--- src/rtl/brc_pkg.sv ---
package brc_pkg;
    typedef enum logic [1:0] {
        ST_IDLE  = 2'd0,
        ST_FIRST = 2'd1,
        ST_NEXT  = 2'd2,
        ST_HOLD  = 2'd3
    } brc_state_e;

    typedef struct packed {
        logic       burst;
        logic [1:0] width;
        logic [3:0] wait_n;
        logic [1:0] bwait;
        logic       cs_dly;
        logic       oe_dly;
        logic [2:0] hold;
    } brc_cfg_t;
endpackage

--- src/rtl/brc_phase_dec.sv ---
module brc_phase_dec
    import brc_pkg::*;
(
    input  brc_state_e st,
    input  logic [3:0] cnt,
    input  logic       cs_dly,
    input  logic       oe_dly,
    input  logic [3:0] wait_n,
    input  logic [2:0] hold,
    output logic [3:0] first_end,
    output logic [2:0] hold_end,
    output logic       cs_on,
    output logic       oe_on
);
    logic [3:0] strobe_sum;

    always_comb begin
        strobe_sum = {3'b000, cs_dly} + {3'b000, oe_dly};
        // a wait shorter than the strobe delays is stretched to them
        first_end  = (wait_n < strobe_sum) ? strobe_sum : wait_n;
        hold_end   = (hold == 3'd0) ? 3'd0 : hold - 3'd1;
        if (st == ST_FIRST) begin
            cs_on = (cnt >= {3'b000, cs_dly});
            oe_on = (cnt >= strobe_sum);
        end else begin
            cs_on = (st != ST_IDLE);
            oe_on = (st != ST_IDLE);
        end
    end
endmodule

--- src/rtl/brc_addr_gen.sv ---
module brc_addr_gen #(
    parameter int AW = 32
) (
    input  logic          clk,
    input  logic          rst_n,
    input  logic          load,
    input  logic [AW-1:0] load_addr,
    input  logic          step,
    input  logic [1:0]    width,
    output logic [AW-1:2] word_addr,
    output logic [3:0]    be
);
    logic [AW-1:0] addr_q;
    logic [2:0]    step_sz;

    always_comb begin
        unique case (width)
            2'b00:   step_sz = 3'd1;
            2'b01:   step_sz = 3'd2;
            default: step_sz = 3'd4;
        endcase
    end

    always_ff @(posedge clk or negedge rst_n) begin
        if (!rst_n)    addr_q <= '0;
        else if (load) addr_q <= load_addr;
        else if (step) addr_q <= addr_q + AW'(step_sz);
    end

    assign word_addr = addr_q[AW-1:2];
    assign be        = width[1] ? 4'b1111 : {2'b11, addr_q[1], addr_q[0]};
endmodule

--- src/rtl/burst_rd_ctrl.sv ---
module burst_rd_ctrl
    import brc_pkg::*;
#(
    parameter int AW = 32,
    parameter int DW = 32,
    parameter int LW = 5
) (
    input  logic          clk,
    input  logic          rst_n,
    input  logic          cfg_burst_en,
    input  logic [1:0]    cfg_width,
    input  logic [3:0]    cfg_wait,
    input  logic [1:0]    cfg_bwait,
    input  logic          cfg_cs_dly,
    input  logic          cfg_oe_dly,
    input  logic [2:0]    cfg_hold,
    input  logic          req_start,
    input  logic [AW-1:0] req_addr,
    input  logic [LW-1:0] req_len,
    output logic          req_busy,
    output logic          rsp_valid,
    output logic [DW-1:0] rsp_data,
    output logic          rsp_done,
    output logic          rsp_err,
    output logic [LW-1:0] rsp_err_beat,
    output logic [AW-3:0] bus_addr,
    output logic [3:0]    bus_be,
    output logic          bus_cs,
    output logic          bus_oe,
    output logic          bus_last,
    input  logic [DW-1:0] bus_rdata,
    input  logic          bus_err
);
    brc_state_e    st_q, st_d;
    brc_cfg_t      cfg_q, cfg_in;
    logic [3:0]    cnt_q;
    logic [LW-1:0] left_q, idx_q, err_beat_q;
    logic          last_q, err_q;
    logic [3:0]    first_end;
    logic [2:0]    hold_end;
    logic          cs_on, oe_on;
    logic          start_ok, beat_end, hold_done, more, beat_last, step_addr;

    assign cfg_in = '{burst: cfg_burst_en, width: cfg_width, wait_n: cfg_wait,
                      bwait: cfg_bwait, cs_dly: cfg_cs_dly, oe_dly: cfg_oe_dly,
                      hold: cfg_hold};

    brc_phase_dec u_phase (
        .st(st_q), .cnt(cnt_q), .cs_dly(cfg_q.cs_dly), .oe_dly(cfg_q.oe_dly),
        .wait_n(cfg_q.wait_n), .hold(cfg_q.hold), .first_end(first_end),
        .hold_end(hold_end), .cs_on(cs_on), .oe_on(oe_on)
    );

    always_comb begin
        start_ok  = (st_q == ST_IDLE) && req_start;
        beat_end  = ((st_q == ST_FIRST) && (cnt_q == first_end)) ||
                    ((st_q == ST_NEXT) && (cnt_q == {2'b00, cfg_q.bwait}));
        hold_done = (st_q == ST_HOLD) && (cnt_q == {1'b0, hold_end});
        more      = (left_q != '0);
        beat_last = !more || !cfg_q.burst;
        step_addr = (beat_end && !bus_err && more && cfg_q.burst) ||
                    (hold_done && more && !err_q && !cfg_q.burst);
    end

    brc_addr_gen #(.AW(AW)) u_addr (
        .clk(clk), .rst_n(rst_n), .load(start_ok), .load_addr(req_addr),
        .step(step_addr), .width(cfg_q.width), .word_addr(bus_addr), .be(bus_be)
    );

    // next-state decision
    always_comb begin
        st_d = st_q;
        unique case (st_q)
            ST_IDLE:  if (req_start) st_d = ST_FIRST;
            ST_FIRST,
            ST_NEXT:  if (beat_end) st_d = (bus_err || beat_last) ? ST_HOLD : ST_NEXT;
            ST_HOLD:  if (hold_done)
                          st_d = (more && !err_q && !cfg_q.burst) ? ST_FIRST : ST_IDLE;
            default:  st_d = ST_IDLE;
        endcase
    end

    // state register, counters and response registers
    always_ff @(posedge clk or negedge rst_n) begin
        if (!rst_n) begin
            st_q       <= ST_IDLE;
            cfg_q      <= '0;
            cnt_q      <= '0;
            left_q     <= '0;
            idx_q      <= '0;
            last_q     <= 1'b0;
            err_q      <= 1'b0;
            err_beat_q <= '0;
            rsp_valid  <= 1'b0;
            rsp_data   <= '0;
            rsp_done   <= 1'b0;
        end else begin
            st_q      <= st_d;
            rsp_valid <= 1'b0;
            rsp_done  <= 1'b0;
            if (start_ok || beat_end || hold_done) cnt_q <= '0;
            else if (st_q != ST_IDLE)              cnt_q <= cnt_q + 4'd1;
            if (start_ok) begin
                cfg_q      <= cfg_in;
                left_q     <= (req_len == '0) ? '0 : req_len - LW'(1);
                idx_q      <= '0;
                err_q      <= 1'b0;
                err_beat_q <= '0;
            end
            if (beat_end) begin
                rsp_valid <= 1'b1;
                rsp_data  <= bus_rdata;
                last_q    <= beat_last;
                if (bus_err) begin
                    err_q      <= 1'b1;
                    err_beat_q <= idx_q;
                end else if (more && cfg_q.burst) begin
                    left_q <= left_q - LW'(1);
                    idx_q  <= idx_q + LW'(1);
                end
            end
            if (hold_done) begin
                if (more && !err_q && !cfg_q.burst) begin
                    left_q <= left_q - LW'(1);
                    idx_q  <= idx_q + LW'(1);
                end else begin
                    rsp_done <= 1'b1;
                end
            end
        end
    end

    // bus and request outputs
    always_comb begin
        bus_cs       = cs_on;
        bus_oe       = oe_on;
        req_busy     = (st_q != ST_IDLE);
        rsp_err      = err_q;
        rsp_err_beat = err_beat_q;
        unique case (st_q)
            ST_FIRST, ST_NEXT: bus_last = beat_last;
            ST_HOLD:           bus_last = last_q;
            default:           bus_last = 1'b0;
        endcase
    end
endmodule

--- config.mk ---
export PLATFORM = sky130hd
export DESIGN_NAME = burst_rd_ctrl
export DESIGN_NICKNAME = d
export VERILOG_FILES = /design/src/rtl/brc_pkg.sv /design/src/rtl/brc_phase_dec.sv /design/src/rtl/brc_addr_gen.sv /design/src/rtl/burst_rd_ctrl.sv
export SDC_FILE = /design/constraint.sdc
export NUM_CORES = 1
export LEC_CHECK = 0
export ABC_AREA = 1
export BUFFER_PORTS_ARGS = -buffer_cell sky130_fd_sc_hd__buf_4
export CORE_UTILIZATION = 58
export DETAILED_ROUTE_END_ITERATION = 7
export PLACE_DENSITY = 0.93
export SLEW_MARGIN = 15
export SYNTH_ARGS = -nofsm -noshare
export SYNTH_HDL_FRONTEND = slang
export SYNTH_SLANG_ARGS = --single-unit
--- constraint.sdc ---
create_clock -name clk -period 5.5 [get_ports clk]
set_input_delay 1.1 -clock clk [delete_from_list [all_inputs] [get_ports clk]]
set_output_delay 1.1 -clock clk [all_outputs]
set_load 0.02 [all_outputs]
==> flow_summary.json, run 1 <==
{
  "status": "completed",
  "worstReg2RegEnd": "u_addr.addr_q[5]$_DFFE_PN0P_",
  "cts.path.max_buffers": 2,
  "end_kind": "register",
  "drv_slew": 0,
  "p_int_mw": 2.116,
  "startpoint_type": "register",
  "path_common_cell": "nand2_1",
  "rsz0062_at_grt": "no",
  "synthArstFlopShare_pct": 100.0,
  "crit_fanout": 41,
  "initial_core_util_pct": 60.57,
  "grt.total_usage_pct": 29.80,
  "leakage_nw": 4.021,
  "hold_viol": 0,
  "critPathBufInv": 1,
  "syn_to_final_growth_pct": 18.58,
  "critPathMaxStageDelay_ps": 800,
  "numPortBuffers": 162,
  "synthCells": 870,
  "critPathLaunch": "cfg_q[4]$_DFFE_PN0P_",
  "die_area_sq_um": 11350,
  "synthFlopType": "dfrtp_1",
  "clockRootBuffer": "clkbuf_8",
  "yosysUniqueCellTypes": 38,
  "power.share.clock_pct": 12.2,
  "grt_pass1_vias": 5845,
  "die_h_um": 106.5,
  "gr-total-overflow": 0,
  "cts_buffers": 9,
  "synth_seq_cells": 103,
  "synth_top_area_share_pct": 40.67,
  "finalSetupTns_ps": 0,
  "ant_nets": 0,
  "post-route-period-util_pct": 71.74,
  "grt_antenna_before_repair": 0,
  "cp.required_ps": 5760,
  "pin_count": 165,
  "drc": 0,
  "cts.htree.levels": 3,
  "holdPathStages": 1,
  "routed_via_density": 5.432,
  "clkTransAtPathRegs_ps": 130,
  "dpl.hpwl_um": 11540,
  "synth_area_sq_um": 6337,
  "hold_ws_ps": 481.6,
  "seq_area_frac_synth_pct": 40.67,
  "cts_tree": "yes",
  "worst-r2r-cell-count": 15,
  "cts_hold_buf": 0,
  "crit_path_top_delay_cell": "nand2_2",
  "min_path_type": "reg2reg",
  "combPwrFrac_pct": 54.5,
  "p_sw_share_pct": 49.09,
  "core_area_sq_um": 10460,
  "drt_iter0_drc": 494,
  "worst_skew_pair.late_latency_ps": 390,
  "grt_pass1_wl_um": 27040,
  "holdPathEnd": "last_q$_DFFE_PN0N_",
  "timing.fmax_mhz": 253.4,
  "antennaDiodeCount": 0,
  "synth_area_leaders": "dfrtp_1 (41%), nand2_1 (22%), nand4_1 (4.7%), buf_4 (4.5%), ha_1 (3.8%)",
  "power_switching_mw": 2.040,
  "peakVddDrop_v": 0.0003607,
  "max-slew-margin-rel_pct": 31.44,
  "path_cells": "ha_1 > inv_1 > ha_1 > nand2_1 > nand2_1 > nand2_1 > nand3_1 > nand2_1 > nor2_1 > nand2_1 > nand2_2 > nand2_2 > nand3_2 > nand2_1 > nand2_1",
  "dr.pass1.iters": 5,
  "synth_top_cell_by_area": "dfrtp_1",
  "vias": 6084,
  "drv_cap": 0,
  "crit_type": "reg2reg",
  "hp-start": "cfg_q[13]$_DFFE_PN0P_",
  "yosys_warnings": 0,
  "p_seq_share_pct": 33.3,
  "die_w_um": 106.5,
  "period_minus_slack_ps": 3946,
  "cp_top_family": "simple AND/OR/NAND/NOR gates",
  "powerDensity_nw_per_um2": 553.1,
  "drive_above_1_share_pct": 20.53,
  "synth-edff-count": 0,
  "post_cts_buffers": 0,
  "rows": 37,
  "grt_max_degree": 80,
  "r2r_start": "cfg_q[4]$_DFFE_PN0P_",
  "skew_ps": 21.80,
  "cts.sinks": 103,
  "routed_wl_um": 16110,
  "nNetsFinal": 1086,
  "ff2ff_setup_slack_ps": 1550,
  "worstMarginPinSlew_ps": 1027,
  "cts_resized": 0,
  "syn_avg_cell_area_sq_um": 7.284,
  "setup_viol": 0,
  "post_drt_wl_per_cell_um": 14.39,
  "globalplace.congestion": 0.9461,
  "arrival_ps": 4210
}
[power groups by stage]
stage	combinational, mW	clock [mW]	sequential, mW
2_1_floorplan	1.55	0	1.45
3_3_place_gp	2.18	0	1.38
3_5_place_dp	2.27	0	1.38
4_1_cts	2.27	0.509	1.37
5_1_grt	2.53	0.544	1.42
6_report	2.27	0.507	1.38
[sequential cells by signal, summed over array words and instances (netlist names)]
register,flops
cfg_q,14
rsp_data,32
left_q,5
idx_q,5
cnt_q,4
rsp_err,1
st_q,2
rsp_done,1
rsp_err_beat,5
last_q,1
u_addr.addr_q,32
rsp_valid,1
[metrics by stage]
| stage | utilization (%) | total power, mW | worst slack [ps] | instances | area [sq um] |
|---|---|---|---|---|---|
| after CTS | 71.82 | 4.156 | 1604 | 1120 | 7515 |
| after global placement | 69.74 | 3.553 | 1842 | 1104 | 7297 |
| final | 71.82 | 4.156 | 1554 | 1120 | 7515 |
| after detailed placement | 69.74 | 3.643 | 1663 | 1104 | 7297 |
| after floorplan | - | 3.000 | 2966 | 871 | 6341 |
| after global routing | 71.82 | 4.493 | 1251 | 1120 | 7515 |
[cell type report]
type                       instances  area (sq um)
multi-input combinational        634          3067
fill                             836          2948
sequential                       103          2577
timing repair buffer             164          1231
inverter                          67         251.5
tap                              136         170.2
clock buffer                       9         123.9
clock inverter                     7         93.84
[how the worst max path moves through the flow]
stage                                     to  slack, ps  cells past startpoint
5_1_grt        u_addr.addr_q[16]$_DFFE_PN0P_       1250                     15
6_report        u_addr.addr_q[5]$_DFFE_PN0P_       1550                     15
4_1_cts         u_addr.addr_q[5]$_DFFE_PN0P_       1600                     15
3_5_place_dp    u_addr.addr_q[5]$_DFFE_PN0P_       1660                     15
2_1_floorplan                         bus_oe       2970                      6
3_3_place_gp   u_addr.addr_q[26]$_DFFE_PN0P_       1840                     15
[routing by layer]
metal,routed length (um),global-route usage (%),vias up,share of wire (%)
met5,0,0,-,0
met4,364,10.96,0,2.3
met3,1218,5.763,32,7.6
met2,7737,49.49,268,48
met1,6794,38.69,2821,42
li1,-,-,2963,-
[cell families (layout without fill, tap and decap cells)]
group / Yosys count / count (layout) / share of synthesized area (%)
DFF: 103 / 103 / 40.67
adders and majority gates: 20 / 20 / 4.067
buffers and inverters: 134 / 247 / 11.04
other: 1 / 2 / 0.05917
xor gates and xnor gates: 26 / 26 / 3.593
AOI/OAI and AO/OA: 57 / 57 / 5.094
and+or+nand+nor: 529 / 529 / 35.48
[cell usage in the layout, fill, tap and decap left out, drive strengths merged, types with 3 or more instances in the layout]
master  instances
nor3           21
nor2           43
o21ai          33
nand3b          4
buf           164
or2             7
clkbuf          9
nand4          48
a21oi          11
o31ai           3
inv            70
xnor2           7
nand2         367
dfrtp         103
a31oi           3
a22oi           4
clkinv          4
xor2           19
nand3          37
ha             19
[synthesized netlist by cell type, types with 4 or more instances]
cell,count
ha_1,19
buf_6,6
buf_2,6
nand3_1,35
xnor2_1,7
buf_4,38
inv_2,5
nand4_1,48
nor2_1,40
inv_1,62
dfrtp_1,103
nand3b_1,4
buf_1,4
or2_2,4
nor3_1,20
nand2_1,364
a21oi_1,10
o21ai_1,6
clkbuf_1,12
xor2_1,19
a22oi_1,4
o21ai_0,26
Power figures use the tool's default switching activity.
==> run 2: changes to the inputs <==
ABC_AREA = 0   (was 1)
CORE_UTILIZATION = 48   (was 58)
PLACE_DENSITY = 0.85   (was 0.93)
clock period = 3.34 ns   (was 5.5 ns; I/O delays follow)
==> flow_summary.json, run 2 <==
{
  "status": "finished, violations left",
  "failed_checks": "DRC",
  "routed_wl_um": 14800,
  "cts.htree.levels": 3,
  "cp.required_ps": 3580,
  "hold_viol": 0,
  "seq_area_sq_um": 2577,
  "arrival_ps": 3400,
  "routed_via_density": 5.515,
  "synth_seq_cells": 103,
  "cts_hold_buf": 0,
  "syn_avg_cell_area_sq_um": 9.673,
  "die_area_sq_um": 12490,
  "post-route-period-util_pct": 94.81,
  "synthCells": 598,
  "core_area_sq_um": 11560,
  "synth-edff-count": 0,
  "synth-simple-area-share_pct": 17.48,
  "crit_path_top_delay_cell": "a2111oi_1",
  "period_minus_slack_ps": 3167,
  "layout_commonest_cell": "buf_4",
  "clockRootBuffer": "clkbuf_16",
  "powerDensity_nw_per_um2": 967.6,
  "grt_max_degree": 69,
  "dr.pass1.iters": 6,
  "yosys_warnings": 0,
  "antennaDiodeCount": 0,
  "path_cells": "ha_1 > inv_1 > ha_1 > a2111oi_1 > o21ai_0 > nand4b_4 > buf_4 > nand2_1 > mux2i_1 > a221o_1",
  "vias": 4804,
  "post_cts_buffers": 0,
  "grt_antenna_before_repair": 0,
  "rows": 39,
  "skew_ps": 11.32,
  "cts.path.max_buffers": 2,
  "cp_top_family": "compound AO/OA/AOI/OAI gates",
  "synthFlopType": "dfrtp_1",
  "yosysUniqueCellTypes": 60,
  "cts.sinks": 103,
  "multi_input_area_sq_um": 2743,
  "ant_nets": 0,
  "dpl.hpwl_um": 11320,
  "path_common_cell": "ha_1",
  "n_fill_cell": 946,
  "grt_pass1_vias": 5021,
  "startpoint_type": "register",
  "critPathMaxStageDelay_ps": 490,
  "drive_above_1_share_pct": 33.10,
  "hold_ws_ps": 399.9,
  "worst_skew_pair.late_latency_ps": 360,
  "synthXorXnorAreaFrac_pct": 4.240,
  "cts_resized": 0,
  "gr-total-overflow": 0,
  "timing.fmax_mhz": 315.8,
  "seq_area_frac_synth_pct": 44.56,
  "critPathBufInv": 2,
  "leakage_nw": 3.406,
  "synth_top_family_by_area": "simple AND/OR/NAND/NOR gates",
  "crit_type": "reg2reg",
  "drc": 12,
  "max-slew-margin-rel_pct": 44.12,
  "clkTransAtPathRegs_ps": 70,
  "peakVddDrop_v": 0.0007362,
  "nNetsFinal": 831,
  "grt.total_usage_pct": 24.96,
  "setup_viol": 0,
  "synth_mux_area_share_pct": 8.177,
  "netlist_top_cells_count": "dfrtp_1 (103), nand2_1 (87), nor2_1 (42)",
  "cts_tree": "yes",
  "synth_area_sq_um": 5784,
  "initial_core_util_pct": 50.02,
  "drv_slew": 0,
  "synth_top_cell_by_area": "dfrtp_1",
  "worstMarginPinSlew_ps": 838.2,
  "post_drt_wl_per_cell_um": 16.99,
  "cts_buffers": 9,
  "drt_iter0_drc": 264,
  "syn_to_final_growth_pct": 24.33,
  "pin_count": 165,
  "end_kind": "register",
  "globalplace.congestion": 0.8658,
  "mostFrequentLayoutCells": "buf_4 (174), dfrtp_1 (103), nand2_1 (86)",
  "largestRegisters": "rsp_data (32), u_addr.addr_q (32), cfg_q (14)",
  "min_path_type": "in2async",
  "drv_cap": 0,
  "grt_pass1_wl_um": 24480,
  "synth_area_leaders": "dfrtp_1 (45%), mux2_2 (6.6%), nand2_1 (5.6%), buf_4 (4.2%), ha_1 (4.1%)",
  "rsz0062_at_grt": "no",
  "synthAdderAreaFrac_pct": 4.456,
  "synthArstFlopShare_pct": 100.0,
  "finalSetupTns_ps": 0,
  "numPortBuffers": 162,
  "synth_top_area_share_pct": 44.56,
  "die_w_um": 111.8,
  "yosys.cell_count.top_type": "dfrtp_1",
  "die_h_um": 111.8,
  "crit_fanout": 20,
  "synth_compound_gate_area_share_pct": 12.87
}
## run 2: cell count changes after synthesis, moves of 7 or more
cell / delta
nand2b_1: +7
xnor2_1: +20
xor2_1: -18
nand2_1: -277
a211oi_1: +10
nand4_1: -40
inv_1: -35
nand3_1: -13
mux2_2: +34
and2_1: +7
a31oi_1: +11
a21oi_1: +12
nor3_1: -13
mux2i_1: +9
## run 2: kinds of logic (layout without fill, tap and decap cells)
| kind of cell | Yosys count | count (layout) |
|---|---|---|
| other | 1 | 2 |
| AND/OR/NAND/NOR | 209 | 209 |
| multiplexers | 43 | 43 |
| adder cells (fa/ha/maj) | 20 | 20 |
| flip-flops | 103 | 103 |
| AO/OA/AOI/OAI | 106 | 106 |
| XOR/XNOR | 28 | 28 |
| buffers and inverters | 88 | 217 |
## run 2: cell type report
class                           instances  area share, %
Clock buffer                           11          3.375
Tap cell                              143          2.488
Inverter                               27          1.409
Sequential cell                       103          35.84
Timing Repair Buffer                  175          18.44
Clock inverter                          4         0.3132
Multi-Input combinational cell        408          38.13
## run 2: routing by layer
metal / GRT usage, % / wire length, um / vias up
met1: 29.77 / 6044 / 2301
met4: 11.35 / 361 / 0
met2: 41.86 / 7192 / 188
met5: 0 / 0 / -
li1: - / - / 2287
met3: 7.077 / 1199 / 28
## run 2: through the flow
stage / util, % / setup slack (ps) / total power, mW / cells / instance area (sq um)
final: 62.19 / 173.5 / 6.959 / 871 / 7192
after global routing: 62.19 / 41.46 / 7.431 / 871 / 7192
after CTS: 62.18 / 86.90 / 6.979 / 871 / 7191
after detailed placement: 59.88 / 97.54 / 5.984 / 856 / 6925
after global placement: 59.88 / 399.9 / 5.789 / 856 / 6925
after floorplan: - / 556.7 / 4.823 / 599 / 5788
## run 2: path summary, 6_finish.rpt
kind | startpoint | endpoint | slack, ps | cells past startpoint
max | cfg_q[4]$_DFFE_PN0P_ | left_q[3]$_DFF_PN0_ | 170 | 10
min | rst_n | idx_q[0]$_DFF_PN0_ | 400 | 1
max reg2reg | cfg_q[4]$_DFFE_PN0P_ | left_q[3]$_DFF_PN0_ | 170 | 10
min reg2reg | left_q[4]$_DFF_PN0_ | left_q[4]$_DFF_PN0_ | 500 | 1
max in group asynchronous | rst_n | u_addr.addr_q[21]$_DFFE_PN0P_ | 2160 | 2
min in group clk | cfg_hold[0] | cfg_q[0]$_DFFE_PN0P_ | 500 | 3
## run 2: power by group
group          internal, mW  leakage [nW]  total (mW)  switching (mW)
combinational          1.63          2.04        3.58            1.95
sequential             1.81          1.24        2.39           0.585
clock                 0.518         0.131       0.985           0.467
total                  3.95          3.41        6.96            3.01
==> run 3: changes to the inputs <==
CELL_PAD_IN_SITES_DETAIL_PLACEMENT = 0   (was unset)
CELL_PAD_IN_SITES_GLOBAL_PLACEMENT = 2   (was unset)
CORE_UTILIZATION = 28   (was 48)
PLACE_DENSITY = 0.82   (was 0.85)
SLEW_MARGIN = 20   (was 15)
==> flow_summary.json, run 3 (synthesis results as in run 2) <==
{
  "status": "completed",
  "pin_count": 165,
  "p_seq_share_pct": 33.6,
  "cts_buffers": 9,
  "cp.required_ps": 3580,
  "startpoint_type": "register",
  "finalSetupTns_ps": 0,
  "gr-total-overflow": 0,
  "p_sw_share_pct": 42.61,
  "rows": 52,
  "cts_hold_buf": 0,
  "cts.path.max_buffers": 2,
  "drv_slew": 0,
  "routed_wl_um": 14970,
  "die_w_um": 145.7,
  "routed_via_density": 4.579,
  "initial_core_util_pct": 28.59,
  "skew_ps": 8.550,
  "grt_max_degree": 55,
  "syn_to_final_growth_pct": 28.03,
  "crit_type": "reg2reg",
  "min_path_type": "in2async",
  "grt_antenna_before_repair": 0,
  "cts.sinks": 103,
  "cts_resized": 0,
  "period_minus_slack_ps": 3085,
  "peakVddDrop_v": 0.0004433,
  "post_drt_wl_per_cell_um": 15.04,
  "p_int_mw": 4.022,
  "end_kind": "register",
  "power_switching_mw": 2.986,
  "clockRootBuffer": "clkbuf_16",
  "arrival_ps": 3330,
  "core_area_sq_um": 20230,
  "antennaDiodeCount": 0,
  "crit_fanout": 20,
  "powerDensity_nw_per_um2": 946.2,
  "cts.htree.levels": 3,
  "drive_above_1_share_pct": 33.24,
  "ant_nets": 0,
  "largestRegisters": "rsp_data (32), u_addr.addr_q (32), cfg_q (14)",
  "hold_viol": 0,
  "worst_skew_pair.late_latency_ps": 350,
  "vias": 4556,
  "layout_commonest_cell": "buf_4",
  "drc": 0,
  "grt.total_usage_pct": 14.68,
  "post_cts_buffers": 0,
  "grt_pass1_vias": 4692,
  "drt_iter0_drc": 137,
  "post-route-util_pct": 36.60,
  "max-slew-margin-rel_pct": 52.30,
  "power.share.clock_pct": 16.1,
  "dpl.hpwl_um": 10970,
  "drv_cap": 0,
  "globalplace.congestion": 0.7449,
  "numPortBuffers": 162,
  "die_h_um": 145.7,
  "setup_viol": 0,
  "cts_tree": "yes",
  "dr.pass1.iters": 4,
  "worstMarginPinSlew_ps": 715.6,
  "timing.fmax_mhz": 324.1,
  "nNetsFinal": 827,
  "combPwrFrac_pct": 50.3,
  "rsz0062_at_grt": "no",
  "mostFrequentLayoutCells": "buf_4 (167), dfrtp_1 (103), nand2_1 (86)",
  "post-route-period-util_pct": 92.37,
  "grt_pass1_wl_um": 24660,
  "die_area_sq_um": 21240,
  "leakage_nw": 3.417,
  "clkTransAtPathRegs_ps": 80
}
-- run 3: final cells by class --
type	instances	area, sq um
fill	2056	12830
multi-input combinational	408	2749
sequential	103	2577
timing repair buffer	171	1325
tap	270	337.8
clock buffer	9	225.2
inverter	27	101.3
clock inverter	7	90.09
-- run 3: final timing paths --
| path | slack, ps | cells after the start | startpoint | end |
|---|---|---|---|---|
| max | 250 | 10 | cfg_q[4]$_DFFE_PN0P_ | left_q[3]$_DFF_PN0_ |
| min in group clk | 500 | 2 | cfg_q[3]$_DFFE_PN0P_ | cfg_q[3]$_DFFE_PN0P_ |
| max reg2reg | 250 | 10 | cfg_q[4]$_DFFE_PN0P_ | left_q[3]$_DFF_PN0_ |
| min | 350 | 1 | rst_n | u_addr.addr_q[15]$_DFFE_PN0P_ |
| min reg2reg | 500 | 2 | cfg_q[3]$_DFFE_PN0P_ | cfg_q[3]$_DFFE_PN0P_ |
| max in group asynchronous | 2220 | 2 | rst_n | rsp_data[21]$_DFFE_PN0N_ |
-- run 3: power by group through the flow --
| stage | sequential (mW) | combinational [mW] | clock [mW] |
|---|---|---|---|
| 4_1_cts | 2.36 | 3.57 | 1.18 |
| 5_1_grt | 2.46 | 3.88 | 1.22 |
| 3_5_place_dp | 2.38 | 3.55 | 0 |
| 6_report | 2.36 | 3.52 | 1.13 |
| 2_1_floorplan | 2.48 | 2.35 | 0 |
| 3_3_place_gp | 2.36 | 3.53 | 0 |
-- run 3: layer usage --
layer / wire length [um] / vias up / GRT usage (%)
li1: - / 2271 / -
met5: 0 / - / 0
met1: 7098 / 2150 / 19.80
met2: 6900 / 120 / 23.23
met3: 790 / 15 / 3.636
met4: 177 / 0 / 4.211
-- run 3: per-stage QoR --
stage / setup WS (ps) / power, mW / instances / area (sq um) / hold WS [ps]
CTS: 173.9 / 7.100 / 995 / 7396 / 373.2
global placement: 226.3 / 5.897 / 979 / 7081 / 474.6
detailed placement: 168.4 / 5.936 / 979 / 7081 / 480.2
finish: 254.7 / 7.008 / 995 / 7406 / 352.1
floorplan: 556.7 / 4.823 / 599 / 5788 / 372.4
global route: 14.64 / 7.558 / 995 / 7406 / 395.8
-- run 3: worst max-delay path, stage by stage, from the launching register on --
cell and delay [ps]:
dfrtp_1 400, ha_1 200, inv_1 90, ha_1 250
a2111oi_0 480, o21ai_0 320, nand4b_4 180, buf_6 220
nand2_1 320, mux2i_1 200, a221o_1 310
